File: config.mk
export PLATFORM = sky130hd
export DESIGN_NAME = prescaled_timer
export DESIGN_NICKNAME = d
export VERILOG_FILES = /design/src/rtl/prescaled_timer.sv
export SDC_FILE = /design/constraint.sdc
export NUM_CORES = 1
export LEC_CHECK = 0
export BUFFER_PORTS_ARGS = -buffer_cell sky130_fd_sc_hd__buf_2
export CAP_MARGIN = 15
export CELL_PAD_IN_SITES_DETAIL_PLACEMENT = 2
export CELL_PAD_IN_SITES_GLOBAL_PLACEMENT = 2
export CORE_MARGIN = 3
export CORE_UTILIZATION = 37
export DETAILED_ROUTE_END_ITERATION = 12
export PLACE_DENSITY_LB_ADDON = 0.1
export REMOVE_ABC_BUFFERS = 1
export SLEW_MARGIN = 20
export SYNTH_ARGS = -nofsm -noshare
export SYNTH_HDL_FRONTEND = slang
export SYNTH_SLANG_ARGS = --single-unit
File: constraint.sdc
create_clock -name clk -period 4.3 [get_ports clk]
set_clock_uncertainty 0.15 [all_clocks]
set_input_delay 0.86 -clock clk [delete_from_list [all_inputs] [get_ports clk]]
set_output_delay 0.86 -clock clk [all_outputs]
set_load 0.01 [all_outputs]
File: src/rtl/prescaled_timer.sv
module prescaled_timer #(
  parameter int DW    = 32,
  parameter int PSC_W = 8,
  parameter int AW    = 8
) (
  input  logic          clk,
  input  logic          rst_n,
  input  logic [AW-1:0] addr,
  input  logic          wr_en,
  input  logic [DW-1:0] wr_data,
  output logic [DW-1:0] rd_data,
  output logic          irq
);
  localparam logic [AW-1:0] A_LOAD = AW'(8'h00);
  localparam logic [AW-1:0] A_CNT  = AW'(8'h04);
  localparam logic [AW-1:0] A_CTRL = AW'(8'h08);
  localparam logic [AW-1:0] A_STAT = AW'(8'h0C);
  localparam int PSC_LSB = 8;

  logic [DW-1:0]    load_q, count_q;
  logic [PSC_W-1:0] psc_q, pre_q;
  logic             en_q, rl_q, ie_q, ev_q;

  wire wr_load  = wr_en && addr == A_LOAD;
  wire wr_ctrl  = wr_en && addr == A_CTRL;
  wire wr_stat  = wr_en && addr == A_STAT;
  wire tick     = en_q && pre_q >= psc_q;
  wire hit_zero = tick && !wr_load && count_q == DW'(1);

  always_ff @(posedge clk or negedge rst_n) begin
    if (!rst_n) begin
      load_q  <= '0;
      count_q <= '0;
      psc_q   <= '0;
      pre_q   <= '0;
      en_q    <= 1'b0;
      rl_q    <= 1'b0;
      ie_q    <= 1'b0;
      ev_q    <= 1'b0;
    end else begin
      if (wr_load) begin
        load_q  <= wr_data;
        count_q <= wr_data;
      end else if (tick) begin
        if (count_q != '0) count_q <= count_q - DW'(1);
        else if (rl_q)     count_q <= load_q;
      end

      if (wr_load || tick || !en_q) pre_q <= '0;
      else                          pre_q <= pre_q + PSC_W'(1);

      if (wr_ctrl) begin
        en_q  <= wr_data[0];
        rl_q  <= wr_data[1];
        ie_q  <= wr_data[2];
        psc_q <= wr_data[PSC_LSB +: PSC_W];
      end

      if (hit_zero)                  ev_q <= 1'b1;
      else if (wr_stat && wr_data[0]) ev_q <= 1'b0;
    end
  end

  always_comb begin
    rd_data = '0;
    case (addr)
      A_LOAD: rd_data = load_q;
      A_CNT:  rd_data = count_q;
      A_CTRL: begin
        rd_data[0] = en_q;
        rd_data[1] = rl_q;
        rd_data[2] = ie_q;
        rd_data[PSC_LSB +: PSC_W] = psc_q;
      end
      A_STAT: rd_data[0] = ev_q;
      default: rd_data = '0;
    endcase
  end

  assign irq = ev_q & ie_q;
endmodule


======== Word level (Yosys, flattened, before mapping) ========
Index checks and enable logic that the tools add are counted.
operators by class
  reduce and logical (&&, ||, !) cells .... 17
  order comparisons ....................... 1
  equality and inequality tests ........... 4
  muxes and demuxes ....................... 12
  add/sub/neg operators ................... 2
  multipliers ............................. 0
  bitwise operators ....................... 1
  div/mod/pow operators ................... 0
  shift operators ......................... 0
operators by type and width
  cell                   count
  $mux 32                4
  $eq 32x1->1 const B    1
  $pmux 16 s2            1
  $reduce_bool 32->1     1
  $sub 32x1->32 const B  1
  $pmux 8 s3             1
  $eq 8x4->1 const B     2
  $pmux 5 s2             1
  $add 8x1->8 const B    1
  $eq 8x3->1 const B     1
  $ge 8x8->1             1
  $logic_not 8->1        1
  $mux 8                 1
  $logic_and 1x1->1      7
  $pmux 2 s3             1
  $pmux 1 s4             1
  $reduce_bool 2->1      2
  $reduce_bool 3->1      1
  $logic_not 1->1        2
  $logic_or 1x1->1       2
  $mux 1                 2
  $reduce_and 2->1       1
  $and 1x1->1            1
storage, ports and cells
  latch bits .............................. 0
  memories ................................ 0
  ROM bits ................................ 0
  bits of input ports ..................... 43
  RAM bits ................................ 0
  flip-flop bits (word level) ............. 84
  word-level logic and storage cells ...... 45
  output and inout port bits .............. 33

======== Depth between registers and ports, before layout ========
Gate-level depths: netlist (run 1).
  depth in word-level cells ............... 6
  mapped depth ............................ 11
  depth with buffers taken out ............ 8

======== Least setup slack after synthesis (run 1) ========
Ideal clock, no wire load.
  path type ............................... input to output
  from .................................... input addr[1]
  to ...................................... output rd_data[16]
  path buffers ............................ 1
  required time ........................... 3.290 ns
  data arrival time ....................... 2.220 ns
  stages on the path ...................... 5
  path slack .............................. 1.070 ns
  cells stage by stage .................... nor4_1 -> nand2_1 -> nor3_1 -> clkbuf_1 -> a22o_1
between the ends
  cells in the longest elaborated chain, start to end .. 2
  elaborated cells on any way between the ends .. 3
  those cells by class .................... 1 x eq/ne; 1 x mux; 1 x reduce/logical
RTL lines
  item                                           line  RTL
  start: declaration                             8     input logic [AW-1:0] addr,
  $eq 8x3->1 or $logic_not 8->1 (tied branches)  66    case (addr)
  $pmux 16 s2 (*)                                66
  end: declaration                               11    output logic [DW-1:0] rd_data,
Mark *: on every way between the ends. The rest lies on a longest branch, timed or not.

======== Final worst setup path (run 1) ========
  from .................................... input addr[1]
  to ...................................... output rd_data[6]
between the ends
  cells in the longest elaborated chain, start to end .. 2
  elaborated cells on any way between the ends .. 3
  those cells by class .................... 1 x eq/ne; 1 x mux; 1 x reduce/logical
RTL lines
  item                                           line
  $eq 8x3->1 or $logic_not 8->1 (tied branches)  66
  $pmux 5 s2 (*)                                 66
Marked as above.

==> results_tabular.tex, run 1 <==
\begin{tabular}{lr}
\hline
Metric & Value \\
\hline
\multicolumn{2}{l}{\textbf{Timing}} \\
RSZ-0062 raised after global routing & no \\
Hold Violations, Final & 0 \\
Worst Max-Slew Pin Slew & 0.956 ns \\
Final critical path time including I/O delays and setup & 3.99 ns \\
Peak clock frequency supported by timing & 251 MHz \\
Worst slew margin relative to its limit & 0.360 \\
Final count of pins violating max slew & 0 \\
Final setup violation count & 0 \\
Ratio of final minimum period to clock period & 0.927 \\
Worst hold slack & 0.360 ns \\
Setup TNS & 0 ns \\
\multicolumn{2}{l}{\textbf{Pwr}} \\
VDD IR max & 0.000201 V \\
Portion of total power attributed to sequential cells & 0.458 \\
P\_sw & 589 µW \\
Net Sw Frac & 0.283 \\
Internal cell power & 1.49 mW \\
Clock network fraction of total power & 0.404 \\
Pwr per Cell Area & 347 nW/µm² \\
Comb power frac & 0.138 \\
Standby leakage power & 2.81 nW \\
\multicolumn{2}{l}{\textbf{Flow run}} \\
Max capacitance violation total & 0 \\
\multicolumn{2}{l}{\textbf{Synth}} \\
Register bit total from synthesis & 84 \\
Post-synthesis compound-gate area fraction & 0.180 \\
Basic-gate share of the synthesized area counting and, or, nand and nor cells & 0.265 \\
Number of instances in the synthesized netlist & 610 \\
Combined area of all synthesized cells & 5180 µm² \\
Mux share of post-synthesis cell area & 0.0575 \\
Share of synthesized flip-flops with an asynchronous set or reset & 1.00 \\
Netlist cell types & 63 \\
Dominant synthesized flop cell & dfrtp\_1 \\
Share of the synthesized netlist area taken by xor and xnor gates & 0.0169 \\
Largest family of logic cells by synthesized area & simple AND/OR/NAND/NOR gates \\
Post-synth EDFFs & 0 \\
Synth Area in Adders & 0.0266 \\
Average footprint of a synthesized cell & 8.49 µm² \\
Sequential-to-total area share from yosys stat & 0.406 \\
Yosys warns & 0 \\
\multicolumn{2}{l}{\textbf{Clocking}} \\
Clock tree from TritonCTS & yes \\
Setup fix buffers added after clock tree synthesis & 0 \\
TritonCTS Buffers & 9 \\
CTS HTree Levels & 3 \\
Post\_cts resized & 0 \\
Hold\_buf cts & 0 \\
CTS sink count & 84 \\
Clock Latency Late Sink & 0.35 ns \\
Clk Tree Root Cell & clkbuf\_16 \\
Clk pin slew, worst setup/hold paths & 0.06 ns \\
Clock Path Buffers & 2 \\
\multicolumn{2}{l}{\textbf{Die}} \\
Starting utilization of the core area & 0.385 \\
X dimension of the die & 124 µm \\
Area of the placeable core & 13500 µm² \\
Total die area & 15500 µm² \\
Height of the die & 124 µm \\
Number of standard-cell rows in the floorplan & 42 \\
Num ports & 76 \\
\multicolumn{2}{l}{\textbf{Detailed routing}} \\
Per-cell via count in the routed design & 5.93 \\
DRT Wirelength & 18900 µm \\
Total via count after detailed routing & 4988 \\
DRC violations left & 0 \\
Wire per inst & 22.5 µm \\
Iteration count of the initial detailed-routing pass & 4 \\
Count of antenna-violating nets left after detailed routing & 0 \\
Iter 0 DRT Violations & 270 \\
\multicolumn{2}{l}{\textbf{Global routing}} \\
Grt met2 use & 0.434 \\
Number of antenna violations at the first check in global routing & 1 \\
Global-route met3 utilization & 0.0502 \\
Global-route wire length before repair & 31000 µm \\
Maximum number of pins on one net before global-route repair & 67 \\
Total global-route track usage & 0.250 \\
Met1 Usage GRT & 0.319 \\
Sum of overflow across all layers after global routing & 0 \\
Via count of the first global-routing pass & 5460 \\
Global-route layer with the greatest usage & met2 \\
\multicolumn{2}{l}{\textbf{Final layout}} \\
Final cell utilization of the core & 0.445 \\
Leading cell type in the layout, fill and taps excluded & nand2\_1 \\
Synthesis-to-finish area growth & 15.6\% \\
ANT cells & 0 \\
Finished Layout Cells & 841 \\
Layout cell share with drive strength beyond 1 & 0.189 \\
Final-stage net count & 716 \\
Most frequent cells in the layout & nand2\_1, dfrtp\_1, buf\_2 \\
\multicolumn{2}{l}{\textbf{Setup path}} \\
Depth of the worst register-to-register path & 8 \\
End of the worst register-to-register path & count\_q[6] \\
Worst Setup Path Type & in2out \\
Required arrival time at the worst endpoint & 3.29 ns \\
Sort of element at the end of the critical path & output port \\
Reg-to-reg startpoint & count\_q[0] \\
Peak fanout along the critical path & 21 \\
Worst path arrival time & 2.98 ns \\
Setup slack, reg-to-reg & 1.18 ns \\
Startpoint types & input pin \\
\multicolumn{2}{l}{\textbf{Min path}} \\
Worst hold path stage count & 2 \\
Startpoint of the most critical hold path & load\_q[6] \\
Tightest Hold Check Type & reg2reg \\
Hold Path Sink & load\_q[6] \\
\multicolumn{2}{l}{\textbf{Place}} \\
Quantity of I/O buffers inserted on ports & 75 \\
Global placement routability congestion & 0.815 \\
Number of instances in the placed design & 827 \\
HPWL Detailed & 13300 µm \\
\multicolumn{2}{l}{\textbf{Run status}} \\
Result of the run & finished clean \\
\hline
\end{tabular}
-- metal layers --
layer | share of wire | routed length [µm]
met1 | 0.43 | 8170
met2 | 0.51 | 9730
met3 | 0.034 | 650
met4 | 0.020 | 371
met5 | 0.00069 | 13
-- worst max path at each step --
stage / startpoint / to / slack, ns / depth (start not counted)
after floorplan: addr[1] / rd_data[16] / 0.16 / 4
final: addr[1] / rd_data[6] / 0.31 / 7
after global routing: addr[1] / rd_data[30] / 0.12 / 7
after detailed placement: addr[1] / rd_data[24] / 0.29 / 7
after CTS: addr[1] / rd_data[24] / 0.27 / 7
after global placement: addr[1] / rd_data[7] / 0.48 / 7
-- per-stage QoR --
stage | setup slack [ns] | power (mW) | cell area, µm²
finish | 0.314 | 2.08 | 5990
global route | 0.124 | 2.18 | 5990
CTS | 0.266 | 2.10 | 5990
detailed placement | 0.289 | 1.25 | 5680
global placement | 0.482 | 1.23 | 5680
floorplan | 0.156 | 1.11 | 4990
-- sequential cells by signal, summed over array words and instances, names as in the netlist --
| register | count |
|---|---|
| count_q | 32 |
| pre_q | 8 |
| psc_q | 8 |
| load_q | 32 |
| ev_q | 1 |
| ie_q | 1 |
| rl_q | 1 |
| en_q | 1 |
-- power by group through the flow --
stage | Combinational, mW | Clock (mW) | Sequential [mW]
2_1_floorplan | 0.182 | 0 | 0.929
3_3_place_gp | 0.271 | 0 | 0.961
3_5_place_dp | 0.288 | 0 | 0.965
4_1_cts | 0.290 | 0.858 | 0.952
5_1_grt | 0.324 | 0.895 | 0.965
6_report | 0.288 | 0.840 | 0.953
-- cell usage after synthesis (3+ instances only) --
master / n / share of area
nand2_1: 119 / 0.086
dfrtp_1: 84 / 0.41
nor2_1: 72 / 0.052
a21oi_1: 30 / 0.029
clkbuf_1: 29 / 0.021
a22o_1: 24 / 0.041
nand3_1: 19 / 0.018
o21ai_0: 19 / 0.018
inv_1: 16 / 0.012
nor3_1: 15 / 0.014
mux2i_1: 14 / 0.027
mux2_2: 12 / 0.026
ha_1: 11 / 0.027
buf_2: 9 / 0.0087
nor4_1: 9 / 0.011
a31oi_1: 7 / 0.0085
or3_1: 7 / 0.0085
xor2_1: 7 / 0.012
and3_1: 6 / 0.0072
nand4_1: 6 / 0.0072
o211ai_1: 5 / 0.0072
o21ai_1: 5 / 0.0048
o41ai_1: 5 / 0.0085
nand2b_1: 4 / 0.0048
o22ai_1: 4 / 0.0048
o31ai_1: 4 / 0.0058
a211oi_1: 3 / 0.0043
a32o_1: 3 / 0.0058
a32oi_1: 3 / 0.0051
and2_1: 3 / 0.0036
buf_1: 3 / 0.0022
nand4_2: 3 / 0.0072
nor4_4: 3 / 0.012
o21a_1: 3 / 0.0043
xnor2_1: 3 / 0.0051
-- area by class of cell --
| cell class | instances | area (µm²) |
|---|---|---|
| Fill cell | 1543 | 7460 |
| Timing Repair Buffer | 84 | 458 |
| Multi-Input combinational cell | 467 | 2840 |
| Clock inverter | 2 | 60.1 |
| Tap cell | 176 | 220 |
| Clock buffer | 12 | 246 |
| Inverter | 16 | 60.1 |
| Sequential cell | 84 | 2100 |
-- worst max-delay path, cell delays in order --
cell     delay (ns)
buf_2          0.09
nor4_1         0.66
nand2_1        0.49
nor3_2         0.22
buf_4          0.32
a22o_1         0.18
buf_2          0.13
-- kinds of logic (layout without fill, tap and decap cells) --
logic type               count (synthesis)  in the layout
AND/OR/NAND/NOR                        286            286
buffers and inverters                   59            114
adder cells (fa/ha/maj)                 11             11
XOR/XNOR                                10             10
flip-flops                              84             84
multiplexers                            27             27
AO/OA/AOI/OAI                          133            133
Power figures use the tool's default switching activity.
==> run 2, diff against run 1 <==
Settings changed: PLACE_DENSITY from default to 0.89, PLACE_DENSITY_LB_ADDON 0.1 to default.
==> run 2 against run 1 <==
  * Cell count unchanged
  * Highest routed layer is now met4
  * Routed wire length increased by 7.6%
  * Design area decreased by 0.69%
==> results_tabular.tex, run 2 (synthesis results as in run 1) <==
\begin{tabular}{lr}
\hline
Metric & Value \\
\hline
\multicolumn{2}{l}{\textbf{Setup path}} \\
Cell chain of the critical path & buf\_2, nor4\_1, nand2\_1, nor3\_2, buf\_4, a22o\_1, buf\_2 (unchanged) \\
Slowest Stage Delay on Critical Path & 0.65 ns (was 0.66 ns) \\
Required arrival time at the worst endpoint & 3.29 ns (about the same) \\
Startpoint types & input pin (unchanged) \\
Sort of element at the end of the critical path & output port (unchanged) \\
Dominant cell type by count on the critical path & buf\_2 (unchanged) \\
Peak fanout along the critical path & 21 (unchanged) \\
Library cell contributing the largest single delay on the critical path & nor4\_1 (unchanged) \\
Worst Setup Path Type & in2out (unchanged) \\
Worst path arrival time & 3.01 ns (was 2.98 ns) \\
\multicolumn{2}{l}{\textbf{Timing}} \\
RSZ-0062 raised after global routing & no (unchanged) \\
Setup TNS & 0 ns (unchanged) \\
Final count of pins violating max slew & 0 (unchanged) \\
Worst Max-Slew Pin Slew & 0.952 ns (was 0.956 ns) \\
Ratio of final minimum period to clock period & 0.935 (was 0.927) \\
Hold Violations, Final & 0 (unchanged) \\
Worst hold slack & 0.363 ns (was 0.360 ns) \\
Final setup violation count & 0 (unchanged) \\
Peak clock frequency supported by timing & 249 MHz (was 251 MHz) \\
Final critical path time including I/O delays and setup & 4.02 ns (was 3.99 ns) \\
Worst slew margin relative to its limit & 0.363 (was 0.360) \\
\multicolumn{2}{l}{\textbf{Clocking}} \\
CTS sink count & 84 (unchanged) \\
Post\_cts resized & 0 (unchanged) \\
CTS HTree Levels & 3 (unchanged) \\
Clk pin slew, worst setup/hold paths & 0.07 ns (was 0.06 ns) \\
Clock Path Buffers & 2 (unchanged) \\
Clock tree from TritonCTS & yes (unchanged) \\
Setup fix buffers added after clock tree synthesis & 0 (unchanged) \\
Hold\_buf cts & 0 (unchanged) \\
TritonCTS Buffers & 9 (unchanged) \\
Clk Tree Root Cell & clkbuf\_16 (unchanged) \\
Clock Latency Late Sink & 0.36 ns (was 0.35 ns) \\
\multicolumn{2}{l}{\textbf{Detailed routing}} \\
Iter 0 DRT Violations & 308 (was 270) \\
Iteration count of the initial detailed-routing pass & 5 (was 4) \\
DRT Wirelength & 20400 µm (was 18900 µm) \\
Per-cell via count in the routed design & 6.08 (was 5.93) \\
Wire per inst & 24.2 µm (was 22.5 µm) \\
Count of antenna-violating nets left after detailed routing & 0 (unchanged) \\
DRC violations left & 0 (unchanged) \\
Total via count after detailed routing & 5110 (was 4988) \\
\multicolumn{2}{l}{\textbf{Pwr}} \\
Power Total & 2.06 mW (was 2.08 mW) \\
VDD IR max & 0.000190 V (was 0.000201 V) \\
Pwr per Cell Area & 346 nW/µm² (was 347 nW/µm²) \\
Standby leakage power & 2.79 nW (was 2.81 nW) \\
\multicolumn{2}{l}{\textbf{Final layout}} \\
Final-stage net count & 715 (was 716) \\
Synthesis-to-finish area growth & 14.8\% (was 15.6\%) \\
Final cell utilization of the core & 0.442 (was 0.445) \\
ANT cells & 0 (unchanged) \\
Leading cell type in the layout, fill and taps excluded & nand2\_1 (unchanged) \\
Largest registers ranked by flip-flop count & count\_q (32), load\_q (32) (unchanged) \\
Most frequent cells in the layout & nand2\_1, dfrtp\_1, buf\_2 (unchanged) \\
Layout cell share with drive strength beyond 1 & 0.188 (was 0.189) \\
\multicolumn{2}{l}{\textbf{Die}} \\
X dimension of the die & 124 µm (unchanged) \\
Area of the placeable core & 13500 µm² (unchanged) \\
Starting utilization of the core area & 0.385 (unchanged) \\
Number of standard-cell rows in the floorplan & 42 (unchanged) \\
Num ports & 76 (unchanged) \\
Height of the die & 124 µm (unchanged) \\
Total die area & 15500 µm² (unchanged) \\
\multicolumn{2}{l}{\textbf{Flow run}} \\
Max capacitance violation total & 0 (unchanged) \\
\multicolumn{2}{l}{\textbf{Place}} \\
Global placement routability congestion & 0.868 (was 0.815) \\
Quantity of I/O buffers inserted on ports & 75 (unchanged) \\
HPWL Detailed & 13900 µm (was 13300 µm) \\
\multicolumn{2}{l}{\textbf{Global routing}} \\
Total global-route track usage & 0.270 (was 0.250) \\
Maximum number of pins on one net before global-route repair & 65 (was 67) \\
Via count of the first global-routing pass & 5886 (was 5460) \\
Sum of overflow across all layers after global routing & 0 (unchanged) \\
Global-route wire length before repair & 33300 µm (was 31000 µm) \\
Number of antenna violations at the first check in global routing & 0 (was 1) \\
\multicolumn{2}{l}{\textbf{Run status}} \\
Result of the run & finished clean (unchanged) \\
\multicolumn{2}{l}{\textbf{Min path}} \\
Tightest Hold Check Type & reg2reg (unchanged) \\
\hline
\end{tabular}
[run 2: cell types whose count changed in the layout (fill, tap and decap cells not counted)]
cell       change
clkbuf_1       +1
bufinv_16      -1
buf_12         -1
clkinv_2       +1
[run 2: through the flow]
stage               setup WS, ns  area (µm²)  instances
global route               0.142        5950        841
CTS                        0.298        5950        841
finish                     0.279        5950        841
detailed placement         0.304        5660        826
floorplan                  0.156        4990        567
global placement           0.439        5660        826
[run 2: area by class of cell]
cell class              count  area [µm²]
clock inverters             2        35.0
clock buffers              13         250
repair buffers             83         438
inverters                  16        60.1
flip-flops and latches     84        2100
multi-input cells         467        2840
well taps                 176         220
fillers                  1561        7510
[run 2: path summary, 6_finish.rpt]
check | startpoint | end | slack, ns | cells past startpoint
min | load_q[10] | load_q[10] | 0.36 | 2
max | addr[0] | rd_data[18] | 0.28 | 7
max in group asynchronous | rst_n | count_q[17] | 2.67 | 2
min in group asynchronous | rst_n | load_q[7] | 0.48 | 1
min reg2reg | load_q[10] | load_q[10] | 0.36 | 2
max reg2reg | count_q[21] | count_q[15] | 0.93 | 6
[run 2: layer usage]
metal / vias up / GRT usage / routed length [µm] / share of wire
met5: - / 0 / 0 / 0
met4: 0 / 0.130 / 676 / 0.033
met3: 47 / 0.0369 / 776 / 0.038
met2: 160 / 0.470 / 10600 / 0.52
met1: 2619 / 0.328 / 8370 / 0.41
li1: 2284 / - / - / -
[run 2: power breakdown]
part | leakage [nW] | switching, mW | internal, mW | total [mW]
Combinational | 1.58 | 0.182 | 0.125 | 0.307
Sequential | 1.08 | 0.109 | 0.849 | 0.957
Clock | 0.140 | 0.333 | 0.463 | 0.796
Total | 2.79 | 0.623 | 1.44 | 2.06
[run 2: critical path: cells and delay by family]
family | cells | cell delay, ns
compound gates | 1 | 0.20
buf+inv | 3 | 0.56
simple gates | 3 | 1.37
==> run 3, diff against run 2 <==
Settings changed: REMOVE_ABC_BUFFERS 1 to default.
==> run 3 against run 2 <==
  * Utilization decreased by 0.084 points
  * Critical endpoint is now rd_data[6]
  * Design area shrank 0.19%
  * Largest cell class unchanged
  * Setup slack lost 0.011 ns
  * Highest routed layer unchanged
  * Critical path depth stayed put
==> results_tabular.tex, run 3 (synthesis results as in run 1) <==
\begin{tabular}{lr}
\hline
Metric & Value \\
\hline
\multicolumn{2}{l}{\textbf{Detailed routing}} \\
Total via count after detailed routing & 5081 (was 5110) \\
DRC violations left & 0 (unchanged) \\
DRT Wirelength & 19900 µm (was 20400 µm) \\
Per-cell via count in the routed design & 6.04 (was 6.08) \\
Iteration count of the initial detailed-routing pass & 4 (was 5) \\
Iter 0 DRT Violations & 289 (was 308) \\
Count of antenna-violating nets left after detailed routing & 0 (unchanged) \\
Wire per inst & 23.6 µm (was 24.2 µm) \\
\multicolumn{2}{l}{\textbf{Die}} \\
Area of the placeable core & 13500 µm² (unchanged) \\
Number of standard-cell rows in the floorplan & 42 (unchanged) \\
Starting utilization of the core area & 0.385 (unchanged) \\
X dimension of the die & 124 µm (unchanged) \\
Total die area & 15500 µm² (unchanged) \\
Num ports & 76 (unchanged) \\
Height of the die & 124 µm (unchanged) \\
\multicolumn{2}{l}{\textbf{Clocking}} \\
TritonCTS Buffers & 9 (unchanged) \\
CTS sink count & 84 (unchanged) \\
Clock tree from TritonCTS & yes (unchanged) \\
Setup fix buffers added after clock tree synthesis & 0 (unchanged) \\
Clk Tree Root Cell & clkbuf\_16 (unchanged) \\
Clock Path Buffers & 2 (unchanged) \\
Post\_cts resized & 0 (unchanged) \\
Clk pin slew, worst setup/hold paths & 0.06 ns (was 0.07 ns) \\
Hold\_buf cts & 0 (unchanged) \\
Clock Latency Late Sink & 0.35 ns (was 0.36 ns) \\
CTS HTree Levels & 3 (unchanged) \\
\multicolumn{2}{l}{\textbf{Setup path}} \\
Startpoint types & input pin (unchanged) \\
Required arrival time at the worst endpoint & 3.29 ns (about the same) \\
Worst Setup Path Type & in2out (unchanged) \\
Depth of the worst register-to-register path & 6 (unchanged) \\
Worst path arrival time & 3.02 ns (was 3.01 ns) \\
Peak fanout along the critical path & 21 (unchanged) \\
Sort of element at the end of the critical path & output port (unchanged) \\
\multicolumn{2}{l}{\textbf{Timing}} \\
RSZ-0062 raised after global routing & no (unchanged) \\
Ratio of final minimum period to clock period & 0.938 (was 0.935) \\
Worst Max-Slew Pin Slew & 0.890 ns (was 0.952 ns) \\
Final critical path time including I/O delays and setup & 4.03 ns (was 4.02 ns) \\
Hold Violations, Final & 0 (unchanged) \\
Worst hold slack & 0.365 ns (was 0.363 ns) \\
Peak clock frequency supported by timing & 248 MHz (was 249 MHz) \\
Final setup violation count & 0 (unchanged) \\
Setup TNS & 0 ns (unchanged) \\
Final count of pins violating max slew & 0 (unchanged) \\
Worst slew margin relative to its limit & 0.405 (was 0.363) \\
\multicolumn{2}{l}{\textbf{Pwr}} \\
Net Sw Frac & 0.305 (was 0.303) \\
Standby leakage power & 2.79 nW (about the same) \\
Power Total & 2.00 mW (was 2.06 mW) \\
Comb power frac & 0.150 (was 0.149) \\
Internal cell power & 1.39 mW (was 1.44 mW) \\
Pwr per Cell Area & 337 nW/µm² (was 346 nW/µm²) \\
Portion of total power attributed to sequential cells & 0.475 (was 0.465) \\
P\_sw & 610 µW (was 623 µW) \\
VDD IR max & 0.000222 V (was 0.000190 V) \\
Clock network fraction of total power & 0.375 (was 0.386) \\
\multicolumn{2}{l}{\textbf{Final layout}} \\
Layout cell share with drive strength beyond 1 & 0.189 (was 0.188) \\
Largest registers ranked by flip-flop count & count\_q (32), load\_q (32) (unchanged) \\
Most frequent cells in the layout & nand2\_1, dfrtp\_1, buf\_2 (unchanged) \\
Synthesis-to-finish area growth & 14.6\% (was 14.8\%) \\
Final-stage net count & 715 (unchanged) \\
Fill cell instance count of the final layout & 1547 (was 1561) \\
Leading cell type in the layout, fill and taps excluded & nand2\_1 (unchanged) \\
ANT cells & 0 (unchanged) \\
\multicolumn{2}{l}{\textbf{Global routing}} \\
Global-route wire length before repair & 32100 µm (was 33300 µm) \\
Number of antenna violations at the first check in global routing & 0 (unchanged) \\
Sum of overflow across all layers after global routing & 0 (unchanged) \\
Via count of the first global-routing pass & 5876 (was 5886) \\
Maximum number of pins on one net before global-route repair & 85 (was 65) \\
Total global-route track usage & 0.259 (was 0.270) \\
\multicolumn{2}{l}{\textbf{Flow run}} \\
Max capacitance violation total & 0 (unchanged) \\
\multicolumn{2}{l}{\textbf{Place}} \\
Quantity of I/O buffers inserted on ports & 75 (unchanged) \\
Global placement routability congestion & 0.793 (was 0.868) \\
HPWL Detailed & 13700 µm (was 13900 µm) \\
\multicolumn{2}{l}{\textbf{Min path}} \\
Tightest Hold Check Type & reg2reg (unchanged) \\
Worst hold path stage count & 2 (unchanged) \\
\multicolumn{2}{l}{\textbf{Run status}} \\
Result of the run & finished clean (unchanged) \\
\multicolumn{2}{l}{\textbf{Synth}} \\
Number of nets in the synthesized netlist & 664 \\
\hline
\end{tabular}
run 3: changes by cell type in the layout (fill, tap and decap cells not counted):
| cell | previous run | this run |
|---|---|---|
| buf_6 | 0 | 1 |
| clkbuf_8 | 1 | 2 |
| clkbuf_1 | 3 | 2 |
| bufinv_16 | 1 | 0 |
| buf_4 | 9 | 8 |
| clkinv_2 | 1 | 2 |
run 3: metrics by stage:
step / setup WS, ns / area [µm²] / cells / util
after detailed placement: 0.275 / 5660 / 826 / 0.421
final: 0.268 / 5940 / 841 / 0.441
after floorplan: 1.07 / 5180 / 610 / -
after global placement: 0.477 / 5660 / 826 / 0.421
after global routing: 0.125 / 5940 / 841 / 0.441
after CTS: 0.241 / 5930 / 841 / 0.441
run 3: worst paths after layout:
kind / start / endpoint / slack [ns]
min: load_q[24] / load_q[24] / 0.36
max reg2reg: count_q[23] / count_q[6] / 1.08
max: addr[1] / rd_data[6] / 0.27
min reg2reg: load_q[24] / load_q[24] / 0.36
max in group asynchronous: rst_n / pre_q[2] / 2.99
min in group asynchronous: rst_n / load_q[7] / 0.42
run 3: area by class of cell:
cell class,instances,area (µm²),area share
Multi-Input combinational cell,467,2840,0.479
Sequential cell,84,2100,0.354
Timing Repair Buffer,83,442,0.0744
Clock buffer,13,260,0.0438
Tap cell,176,220,0.0371
Inverter,16,60.1,0.0101
Clock inverter,2,10.0,0.00169
run 3: layer usage:
| metal | wire length (µm) | GRT usage |
|---|---|---|
| met1 | 8430 | 0.307 |
| met2 | 10200 | 0.464 |
| met3 | 664 | 0.0407 |
| met4 | 604 | 0.106 |
| met5 | 0 | 0 |
run 3: critical path, cell delays in order:
cell	delay, ns
buf_2	0.10
nor4_1	0.63
nand2_1	0.51
nor3_2	0.25
buf_4	0.32
a22o_1	0.19
buf_2	0.14
run 3: power by group through the flow:
stage               logic (mW)  clock network, mW  registers [mW]
CTS                      0.300              0.760           0.949
floorplan                0.227                  0           0.909
global placement         0.270                  0           0.956
detailed placement       0.294                  0           0.962
global route             0.332              0.791           0.960
finish                   0.301              0.750           0.951
